<file path="src/rtl/rx66_pkg.sv">
package rx66_pkg;
  localparam logic [1:0] HDR_DATA = 2'b01;
  localparam logic [1:0] HDR_CTRL = 2'b10;

  typedef struct packed {
    logic load;
    logic isCtrl;
    logic badHdr;
    logic err;
  } blkStrobe_t;
endpackage

</file>
<file path="src/rtl/rx66_ctrl.sv">
module rx66_ctrl
  import rx66_pkg::*;
#(
  parameter int ERR_RUN = 2
) (
  input  logic       clk,
  input  logic       rstN,
  input  logic       inValid,
  input  logic [1:0] inHdr,
  output blkStrobe_t strobe
);
  localparam int CNT_W = $clog2(ERR_RUN + 1);
  localparam logic [CNT_W-1:0] RUN_MAX = CNT_W'(ERR_RUN);
  localparam logic [CNT_W-1:0] RUN_TRIP = CNT_W'(ERR_RUN - 1);

  logic [CNT_W-1:0] runCnt;
  logic hdrIllegal;

  assign hdrIllegal = (inHdr != HDR_DATA) && (inHdr != HDR_CTRL);

  always_comb begin
    strobe.load   = inValid;
    strobe.isCtrl = inValid && (inHdr == HDR_CTRL);
    strobe.badHdr = inValid && hdrIllegal;
    strobe.err    = inValid && hdrIllegal && (runCnt >= RUN_TRIP);
  end

  always_ff @(posedge clk or negedge rstN) begin
    if (!rstN) begin
      runCnt <= '0;
    end else if (inValid) begin
      if (!hdrIllegal)           runCnt <= '0;
      else if (runCnt < RUN_MAX) runCnt <= runCnt + 1'b1;
    end
  end

  // a legal header always empties the run counter
  a_r7_legal_clears_run: assert property (@(posedge clk) disable iff (!rstN)
    (inValid && !hdrIllegal) |=> (runCnt == '0));

  // idle cycles leave the run untouched
  a_r10_idle_keeps_run: assert property (@(posedge clk) disable iff (!rstN)
    !inValid |=> $stable(runCnt));
endmodule

</file>
<file path="src/rtl/rx66_dpath.sv">
module rx66_dpath
  import rx66_pkg::*;
#(
  parameter int PAY_W  = 64,
  parameter int LFSR_W = 58,
  parameter int TAP_LO = 39
) (
  input  logic             clk,
  input  logic             rstN,
  input  logic [PAY_W-1:0] inPay,
  input  blkStrobe_t       strobe,
  output logic             outValid,
  output logic [PAY_W-1:0] outData,
  output logic             outIsCtrl,
  output logic             outBadHdr,
  output logic             outErr
);
  logic [LFSR_W-1:0] lfsrQ;
  logic [LFSR_W-1:0] lfsrD;
  logic [PAY_W-1:0]  plain;

  always_comb begin
    logic [LFSR_W-1:0] st;
    st = lfsrQ;
    for (int i = 0; i < PAY_W; i++) begin
      plain[i] = inPay[i] ^ st[TAP_LO-1] ^ st[LFSR_W-1];
      st = {st[LFSR_W-2:0], inPay[i]};
    end
    lfsrD = st;
  end

  always_ff @(posedge clk or negedge rstN) begin
    if (!rstN) begin
      lfsrQ     <= '0;
      outValid  <= 1'b0;
      outData   <= '0;
      outIsCtrl <= 1'b0;
      outBadHdr <= 1'b0;
      outErr    <= 1'b0;
    end else begin
      outValid  <= strobe.load;
      outIsCtrl <= strobe.isCtrl;
      outBadHdr <= strobe.badHdr;
      outErr    <= strobe.err;
      if (strobe.load) begin
        lfsrQ   <= lfsrD;
        outData <= plain;
      end
    end
  end

  // a suspect block is never flagged as control
  a_r4_bad_not_ctrl: assert property (@(posedge clk) disable iff (!rstN)
    outBadHdr |-> !outIsCtrl);

  // lane error only accompanies a suspect block
  a_r6_err_on_bad_only: assert property (@(posedge clk) disable iff (!rstN)
    outErr |-> (outBadHdr && outValid));

  // one output per accepted block, one cycle later
  a_r10_valid_follows: assert property (@(posedge clk) disable iff (!rstN)
    strobe.load |=> outValid);

  generate
    if (PAY_W >= LFSR_W) begin : g_selfsync
      // after a block the state holds only received bits
      a_r11_state_from_line: assert property (@(posedge clk) disable iff (!rstN)
        strobe.load |=> (lfsrQ[0] == $past(inPay[PAY_W-1])));
    end
  endgenerate
endmodule

</file>
<file path="src/rtl/rx66_descrambler.sv">
module rx66_descrambler
  import rx66_pkg::*;
#(
  parameter int PAY_W   = 64,
  parameter int LFSR_W  = 58,
  parameter int TAP_LO  = 39,
  parameter int ERR_RUN = 2
) (
  input  logic             clk,
  input  logic             rstN,
  input  logic             inValid,
  input  logic [PAY_W+1:0] inWord,
  output logic             outValid,
  output logic [PAY_W-1:0] outData,
  output logic             outIsCtrl,
  output logic             outBadHdr,
  output logic             outErr
);
  blkStrobe_t strobe;

  rx66_ctrl #(.ERR_RUN(ERR_RUN)) u_ctrl (
    .clk     (clk),
    .rstN    (rstN),
    .inValid (inValid),
    .inHdr   (inWord[PAY_W+1:PAY_W]),
    .strobe  (strobe)
  );

  rx66_dpath #(.PAY_W(PAY_W), .LFSR_W(LFSR_W), .TAP_LO(TAP_LO)) u_dpath (
    .clk       (clk),
    .rstN      (rstN),
    .inPay     (inWord[PAY_W-1:0]),
    .strobe    (strobe),
    .outValid  (outValid),
    .outData   (outData),
    .outIsCtrl (outIsCtrl),
    .outBadHdr (outBadHdr),
    .outErr    (outErr)
  );
endmodule

</file>
<file path="config.mk">
export PLATFORM = sky130hd
export DESIGN_NAME = rx66_descrambler
export DESIGN_NICKNAME = d
export VERILOG_FILES = /design/src/rtl/rx66_pkg.sv /design/src/rtl/rx66_ctrl.sv /design/src/rtl/rx66_dpath.sv /design/src/rtl/rx66_descrambler.sv
export SDC_FILE = /design/constraint.sdc
export NUM_CORES = 1
export LEC_CHECK = 0
export ABC_CLOCK_PERIOD_IN_PS = 1400
export BUFFER_PORTS_ARGS = -buffer_cell sky130_fd_sc_hd__buf_2
export CAP_MARGIN = 10
export CORE_ASPECT_RATIO = 0.8
export CORE_MARGIN = 2
export CORE_UTILIZATION = 55
export CTS_CLUSTER_DIAMETER = 120
export DETAILED_ROUTE_END_ITERATION = 16
export PLACE_DENSITY = 0.8
export REMOVE_ABC_BUFFERS = 1
export SLEW_MARGIN = 20
export SYNTH_ARGS = -nofsm -noshare
export SYNTH_HDL_FRONTEND = slang
export SYNTH_SLANG_ARGS = --single-unit
</file>
<file path="constraint.sdc">
create_clock -name clk -period 1.4 [get_ports clk]
set_input_delay 0 -clock clk [delete_from_list [all_inputs] [get_ports clk]]
set_output_delay 0 -clock clk [all_outputs]
set_load 0.005 [all_outputs]
</file>
Yosys cells after proc, flatten, opt, wreduce, memory -nomap -nowiden
Cells that the tools add are included.
Storage, ports and cells
  register bits: 128
  output and inout port bits: 68
Operators by class
  $add $sub $neg: 1
  order comparisons: 2
  eq/ne operators: 4
  multiplexer cells: 2
  bitwise operators: 128
  reduce and logical (&&, ||, !) cells: 5
Operators by type and width (count)
  $xor A1 B1 Y1: 128
  $logic_and A1 B1 Y1: 4
  $mux W2: 2
  $ne A2 B2 Y1 const B: 2
  $add A2 B1 Y2 const B: 1
  $eq A2 B2 Y1 const B: 1
  $ge A2 B1 Y1 const B: 1
  $lt A2 B2 Y1 const B: 1
  $ne A2 B1 Y1 const B: 1
  $reduce_and A2 Y1: 1

Longest topological paths before layout
Gate-level depths: netlist of run 1.
  depth after elaboration: 4
  gate-level depth with buffers: 5
  depth with buffers taken out: 4

Modules after synthesis
A second synthesis of run 1 with hierarchy kept.
Second synthesis, totals
  cell total of the unflattened synthesis: 343
  area, all modules: 6636.4 um^2
By module, submodules not included
  rx66_dpath: times used 1, cells each 326, area an instance 6475.0 um^2
  rx66_ctrl: times used 1, cells each 17, area an instance 161.4 um^2

Worst setup path after synthesis of run 1
Ideal clock, no wire load.
  kind: reg-to-reg
  from: register u_dpath.lfsrQ[28]
  to: register u_dpath.outData[29]
  setup time: 0.125 ns
  arrival time: 1.000 ns
  required time: 1.275 ns
  slack: 0.275 ns
  cell stages (with the launch flop): 3
  path buffers: 0
  period minus slack after synthesis: 1.125 ns
  cell sequence: dfrtp_1 -> xor3_1 -> mux2_2
On the way
  longest elaborated chain between the ends: 1
Ends and longest elaborated chain
  from (decl): line rx66_dpath.sv:18  | logic [LFSR_W-1:0] lfsrQ;
  from (signal assigned): line rx66_dpath.sv:46  | lfsrQ <= lfsrD;
  $xor A1 B1 Y1: line rx66_dpath.sv:26  | plain[i] = inPay[i] ^ st[TAP_LO-1] ^ st[LFSR_W-1];
  to (signal assigned): line rx66_dpath.sv:47  | outData <= plain;
  to (decl): line rx66_dpath.sv:13  | output logic [PAY_W-1:0] outData,
No other way between the ends.
A chain may end at the register's enable or synchronous reset.

Worst setup path after layout of run 1
  from: register u_dpath.lfsrQ[13]
  to: register u_dpath.outData[44]
The elaborated chain is that of the path after synthesis.

==> results.cfg, run 1 <==
[outcome]
status = finished clean

[route]
avgViaCountPerCell = 5.11
wire_per_inst_um = 18.2
drtIter0Drc = 149
drt_first_pass_iters = 4
drcViolationCount = 0
ant_nets = 0
vias = 3623
drt_wl_total_mm = 12.9

[placement]
gp_congestion = 0.776
port_buffers = 136
place_area_um2 = 7260
place_hpwl_mm = 8.45

[setup_path]
cp_slowest_cell = dfrtp_1
critPathMaxFanout = 3
path_cells = xor3_1 > mux2_2
start_kind = flip-flop
worstPathRequired_ns = 1.69
r2r_cells = 2
cpPeakStageDelay_ns = 0.44
r2r_slack_ns = 0.16
reg2reg_to = u_dpath.outData[44]
reg2reg_from = u_dpath.lfsrQ[13]
arrival_ns = 1.53
end_kind = flip-flop
path_class = reg -> reg

[clock_tree]
cts.path.max_buffers = 2
clkSinkCount = 128
h-tree-depth = 4
root_buffer = clkbuf_16
hold_buffers = 60
clk_pin_slew_ns = 0.06
cts_made_buffers = 17
cts_setup_buffers = 0
postCtsResizedCells = 0
cts_tree = built
insertion_delay_ns = 0.41

[sta]
fmax_ghz = 0.808
rsz0062_at_grt = no
setup-tns-final_ns = 0
slew_violations = 0
finalSetupViolations = 0
hold_viol = 0
tightest_slew_ns = 0.400
slew_headroom_pct = 73.3
fin_crit_ns = 1.24
skew_ns = 0.00860
fin_crit_sh_pct = 88.4
holdWs_ns = 0.0160

[grt]
grt_max_degree = 54
grt_pass1_wl_mm = 20.9
grt_pass1_vias = 3968
grt_remaining_overflow = 0
grtUsageTotal_pct = 21.9
antenna_found_initial = 0

[flow_run]
max_cap_violations = 0

[synth]
synth-seq-cells = 128
synth.top_cell.area_share_pct = 50.2
synth_cell_types = 14
synth-warning-count = 0
synth_area_um2 = 6390
yosysTopAreaCell = dfrtp_1
ys_seq_area_share_pct = 50.2
synthTopCellsByArea = dfrtp_1 (50%), xor3_1 (24%), mux2_2 (17%), mux2_4 (6.1%), buf_6 (0.88%)
avgSynthCellArea_um2 = 18.7
synth_cells = 342

[cells_and_area]
area_growth_pct = 31.6
nets = 619
antenna_cells = 0
num-fill-cells = 701
drive_above_1_share_pct = 52.6
finalInstanceArea_um2 = 8400
final_util_pct = 73.5

[hold_path]
min_path_type = in -> reg
holdPathEnd = u_dpath.outIsCtrl
min_from = inWord[64]
hold_depth = 4

[pwr]
p_per_area_nw_per_um2 = 1390
power.total_w = 0.0117
ir_drop_uv = 866
p_leak_nw = 4.21

[die]
fp.dieArea_um2 = 12500
die_w_um = 124
initial_utilization_pct = 55.9
design.portCount = 137
core_region_area_um2 = 11400
die_h_um = 100
rows = 35
[worst max path at each step]
stage / from / end / slack [ns] / cells after the start
final: u_dpath.lfsrQ[13] / u_dpath.outData[44] / 0.16 / 2
after global routing: u_dpath.lfsrQ[7] / u_dpath.outData[31] / 0.11 / 2
after CTS: u_dpath.lfsrQ[13] / u_dpath.outData[44] / 0.15 / 2
after detailed placement: u_dpath.lfsrQ[5] / u_dpath.outData[33] / 0.19 / 2
after global placement: u_dpath.lfsrQ[8] / u_dpath.outData[30] / 0.20 / 2
after floorplan: u_dpath.lfsrQ[28] / u_dpath.outData[29] / 0.27 / 2
[registers in the layout, summed over array words and instances (netlist names)]
signal	flops
u_dpath.outValid	1
u_dpath.outErr	1
u_ctrl.runCnt	2
u_dpath.lfsrQ	58
u_dpath.outIsCtrl	1
u_dpath.outBadHdr	1
u_dpath.outData	64
[worst max-delay path: cells and delay by family (launching register included)]
kind,cells,cell delay [ns]
mux,1,0.27
flops,1,0.44
xor+xnor,1,0.41
[metal layers]
| metal | track usage (%) | wire [um] |
|---|---|---|
| met4 | 6.05 | 83 |
| met3 | 5.86 | 686 |
| met1 | 29.5 | 5880 |
| met2 | 35.9 | 6280 |
| met5 | 0 | 0 |
[where the power goes]
group | internal, W | leakage, nW | switching (W) | total (W)
clock network | 0.00233 | 0.256 | 0.00170 | 0.00402
logic | 0.00184 | 2.45 | 0.000882 | 0.00273
registers | 0.00442 | 1.50 | 0.000488 | 0.00491
[through the flow]
step	worst slack, ns	std cells
global route	0.106	709
detailed placement	0.186	617
finish	0.162	709
CTS	0.148	709
global placement	0.201	617
floorplan	0.275	328
[placed cells by master (no fill, tap or decap), types with 2 or more instances in the layout]
| cell type | n |
|---|---|
| a21oi_1 | 2 |
| and2_1 | 2 |
| buf_12 | 5 |
| buf_2 | 134 |
| buf_4 | 2 |
| clkbuf_16 | 17 |
| clkinv_2 | 2 |
| clkinv_4 | 3 |
| clkinvlp_4 | 5 |
| dfrtp_1 | 128 |
| dlygate4sd3_1 | 60 |
| ha_1 | 2 |
| inv_1 | 4 |
| inv_6 | 4 |
| mux2_2 | 96 |
| mux2_4 | 26 |
| xor3_1 | 64 |
[layout make-up]
| class | count | area, um2 | share of cell area, % |
|---|---|---|---|
| Sequential cell | 128 | 3200 | 38.1 |
| Multi-Input combinational cell | 196 | 3070 | 36.5 |
| Timing Repair Buffer | 201 | 1390 | 16.5 |
| Clock buffer | 18 | 439 | 5.23 |
| Tap cell | 148 | 185 | 2.20 |
| Clock inverter | 14 | 109 | 1.30 |
| Inverter | 4 | 15.0 | 0.179 |
[cells by family after synthesis]
| logic type | share of synthesized area, % |
|---|---|
| adder cells (fa/ha/maj) | 0.392 |
| AO/OA/AOI/OAI | 0.412 |
| AND/OR/NAND/NOR | 0.353 |
| multiplexers | 23.0 |
| XOR/XNOR | 23.8 |
| flip-flops | 50.2 |
| buffers and inverters | 1.82 |
[synth_stat cells, drive strengths merged]
cell type,instances
dfrtp,128
mux2,122
xor3,64
buf,14
inv,4
a21oi,2
and2,2
ha,2
a21boi,1
nor2,1
nor2b,1
o2bb2ai,1
(Power assumes the default switching activity.)
==> run 2, diff against run 1 <==
--- a/config.mk
+++ b/config.mk
@@ -5,15 +5,15 @@
 export SDC_FILE = /design/constraint.sdc
 export NUM_CORES = 1
 export LEC_CHECK = 0
-export ABC_CLOCK_PERIOD_IN_PS = 1400
+export ABC_CLOCK_PERIOD_IN_PS = 1550
 export BUFFER_PORTS_ARGS = -buffer_cell sky130_fd_sc_hd__buf_2
 export CAP_MARGIN = 10
 export CORE_ASPECT_RATIO = 0.8
 export CORE_MARGIN = 2
-export CORE_UTILIZATION = 55
+export CORE_UTILIZATION = 59
 export CTS_CLUSTER_DIAMETER = 120
 export DETAILED_ROUTE_END_ITERATION = 16
-export PLACE_DENSITY = 0.8
+export PLACE_DENSITY = 0.85
 export REMOVE_ABC_BUFFERS = 1
 export SLEW_MARGIN = 20
 export SYNTH_ARGS = -nofsm -noshare
==> constraint.sdc (replaced) <==
create_clock -name clk -period 1.55 [get_ports clk]
set_input_delay 0 -clock clk [delete_from_list [all_inputs] [get_ports clk]]
set_output_delay 0 -clock clk [all_outputs]
set_load 0.005 [all_outputs]
==> run 2 against run 1 <==
Via count grew 1.6%. Power shrank 5.7%. Final cell count shrank 0.42%. Register-to-register slack gained 0.14 ns. Clock skew shrank 0.00064 ns. Count of clock-buffer cells in the layout is the same. Highest routed layer unchanged. Sequential power shrank 9.6%. Global-route usage grew 3.8 points. Sequential share of layout area shrank 0.49 points. Critical endpoint is now u_dpath.outData[32]. Core utilization grew 8.3 points.
==> results.cfg, run 2 (same netlist as run 1, synthesis figures left out) <==
[pwr]
p_per_area_nw_per_um2 = 1290
clockPowerShare_pct = 36.8
ir_drop_uv = 862
p_leak_nw = 4.27
p_sw_w = 0.00276
p_sw_share_pct = 25.1
power.total_w = 0.0110
internal_power_w = 0.00823
seq_power_share_pct = 40.4
p_comb_share_pct = 22.8

[cells_and_area]
antenna_cells = 0
final_common_cell = buf_2
reg_top3 = u_dpath.outData x64, u_dpath.lfsrQ x58, u_ctrl.runCnt x2
nets = 624
drive_above_1_share_pct = 53.0
area_growth_pct = 33.3
largest_register_ffs = 64
top_register = u_dpath.outData
final_cell_mix = buf_2 (134), dfrtp_1 (128), mux2_2 (96), xor3_1 (64), dlygate4sd3_1 (60)

[setup_path]
path_delay_family = XOR/XNOR gates
path_cells = xor3_1 > mux2_2
arrival_ns = 1.54
cp_slowest_cell = xor3_1
cpPeakStageDelay_ns = 0.44
start_kind = flip-flop
critPathMaxFanout = 3
end_kind = flip-flop
path_buf_inv = 0
reg2reg_from = u_dpath.lfsrQ[6]
worstPathRequired_ns = 1.84
cp-startpoint = u_dpath.lfsrQ[6]
path_class = reg -> reg

[clock_tree]
postCtsResizedCells = 0
cts.path.max_buffers = 2
root_buffer = clkbuf_16
clkSinkCount = 128
cts_made_buffers = 17
clk_pin_slew_ns = 0.06
cts_setup_buffers = 0
insertion_delay_ns = 0.41
cts_tree = built
h-tree-depth = 4

[flow_run]
max_cap_violations = 0

[grt]
antenna_found_initial = 0
grt_pass1_wl_mm = 22.4
grt_max_degree = 36
grt_remaining_overflow = 0
grt_pass1_vias = 4200
grtUsageTotal_pct = 25.7

[route]
drtIter0Drc = 166
drt_first_pass_iters = 4
drt_wl_total_mm = 13.9
drcViolationCount = 0
vias = 3681
wire_per_inst_um = 19.7
avgViaCountPerCell = 5.21
ant_nets = 0

[sta]
fmax_ghz = 0.799
hold_viol = 0
fin_crit_ns = 1.25
skew_ns = 0.00796
slew_headroom_pct = 64.9
rsz0062_at_grt = no
fin_crit_sh_pct = 80.8
slew_violations = 0
setup-tns-final_ns = 0
tightest_slew_ns = 0.526
finalSetupViolations = 0

[hold_path]
min_path_type = in -> reg
min_from = inWord[2]

[placement]
port_buffers = 136
place_hpwl_mm = 8.93
gp_congestion = 0.791

[die]
design.portCount = 137
fp.dieArea_um2 = 11700
core_region_area_um2 = 10400
rows = 33
die_w_um = 120
die_h_um = 97.1
initial_utilization_pct = 61.4

[outcome]
status = finished clean
run 2: cell types whose count changed in the layout (fill, tap and decap cells not counted), sizes merged:
cell	change
buf	+5
bufinv	+3
clkinv	+2
inv	-4
clkinvlp	-1
run 2: power groups by stage:
stage / Sequential (W) / Combinational (W) / Clock, W
detailed placement: 0.00448 / 0.00237 / 0
floorplan: 0.00443 / 0.00135 / 0
global placement: 0.00443 / 0.00227 / 0
global route: 0.00452 / 0.00272 / 0.00425
CTS: 0.00443 / 0.00251 / 0.00408
finish: 0.00444 / 0.00250 / 0.00405
run 2: what timing repair did:
item,CTS,global route
hold buffers,60,0
setup endpoints to repair,0,0
endpoints found under the hold margin,205,0
run 2: final timing paths:
kind / end / slack, ns / depth (start not counted)
worst max-delay path: u_dpath.outData[32] / 0.30 / 2
worst min-delay path: u_dpath.outData[60] / 0.04 / 3
worst max register to register: u_dpath.outData[32] / 0.30 / 2
worst min register to register: u_dpath.outData[55] / 0.50 / 1
max in group asynchronous: u_dpath.outData[38] / 0.84 / 3
min in group asynchronous: u_dpath.lfsrQ[7] / 0.12 / 2
run 2: worst min-delay path, delay by kind of cell:
family / cells / cell delay [ns]
buf+inv: 1 / 0.12
mux: 1 / 0.14
xor+xnor: 1 / 0.16
run 2: metrics by stage:
step | instance area, um2 | hold WS, ns | setup WS [ns] | util, % | cells
2_1_floorplan | 6280 | -0.296 | 0.425 | - | 328
3_3_place_gp | 7310 | -0.00158 | 0.363 | 70.2 | 614
3_5_place_dp | 7310 | 0.00325 | 0.340 | 70.2 | 614
4_1_cts | 8510 | 0.0214 | 0.321 | 81.8 | 706
5_1_grt | 8510 | 0.0445 | 0.280 | 81.8 | 706
6_report | 8510 | 0.0439 | 0.298 | 81.8 | 706
run 2: area by class of cell:
type / count / area (um2)
well taps: 140 / 175
multi-input cells: 196 / 3070
repair buffers: 206 / 1450
inverters: 4 / 15.0
clock inverters: 14 / 166
fillers: 527 / 1890
clock buffers: 18 / 439
flip-flops and latches: 128 / 3200
run 2: metal layers:
metal	up-vias	global-route usage [%]	wire, um	share of wire, %
li1	1663	-	-	-
met3	13	7.28	687	4.9
met5	-	0	0	0
met1	1891	33.0	5970	43
met4	0	6.26	126	0.90
met2	114	43.7	7140	51
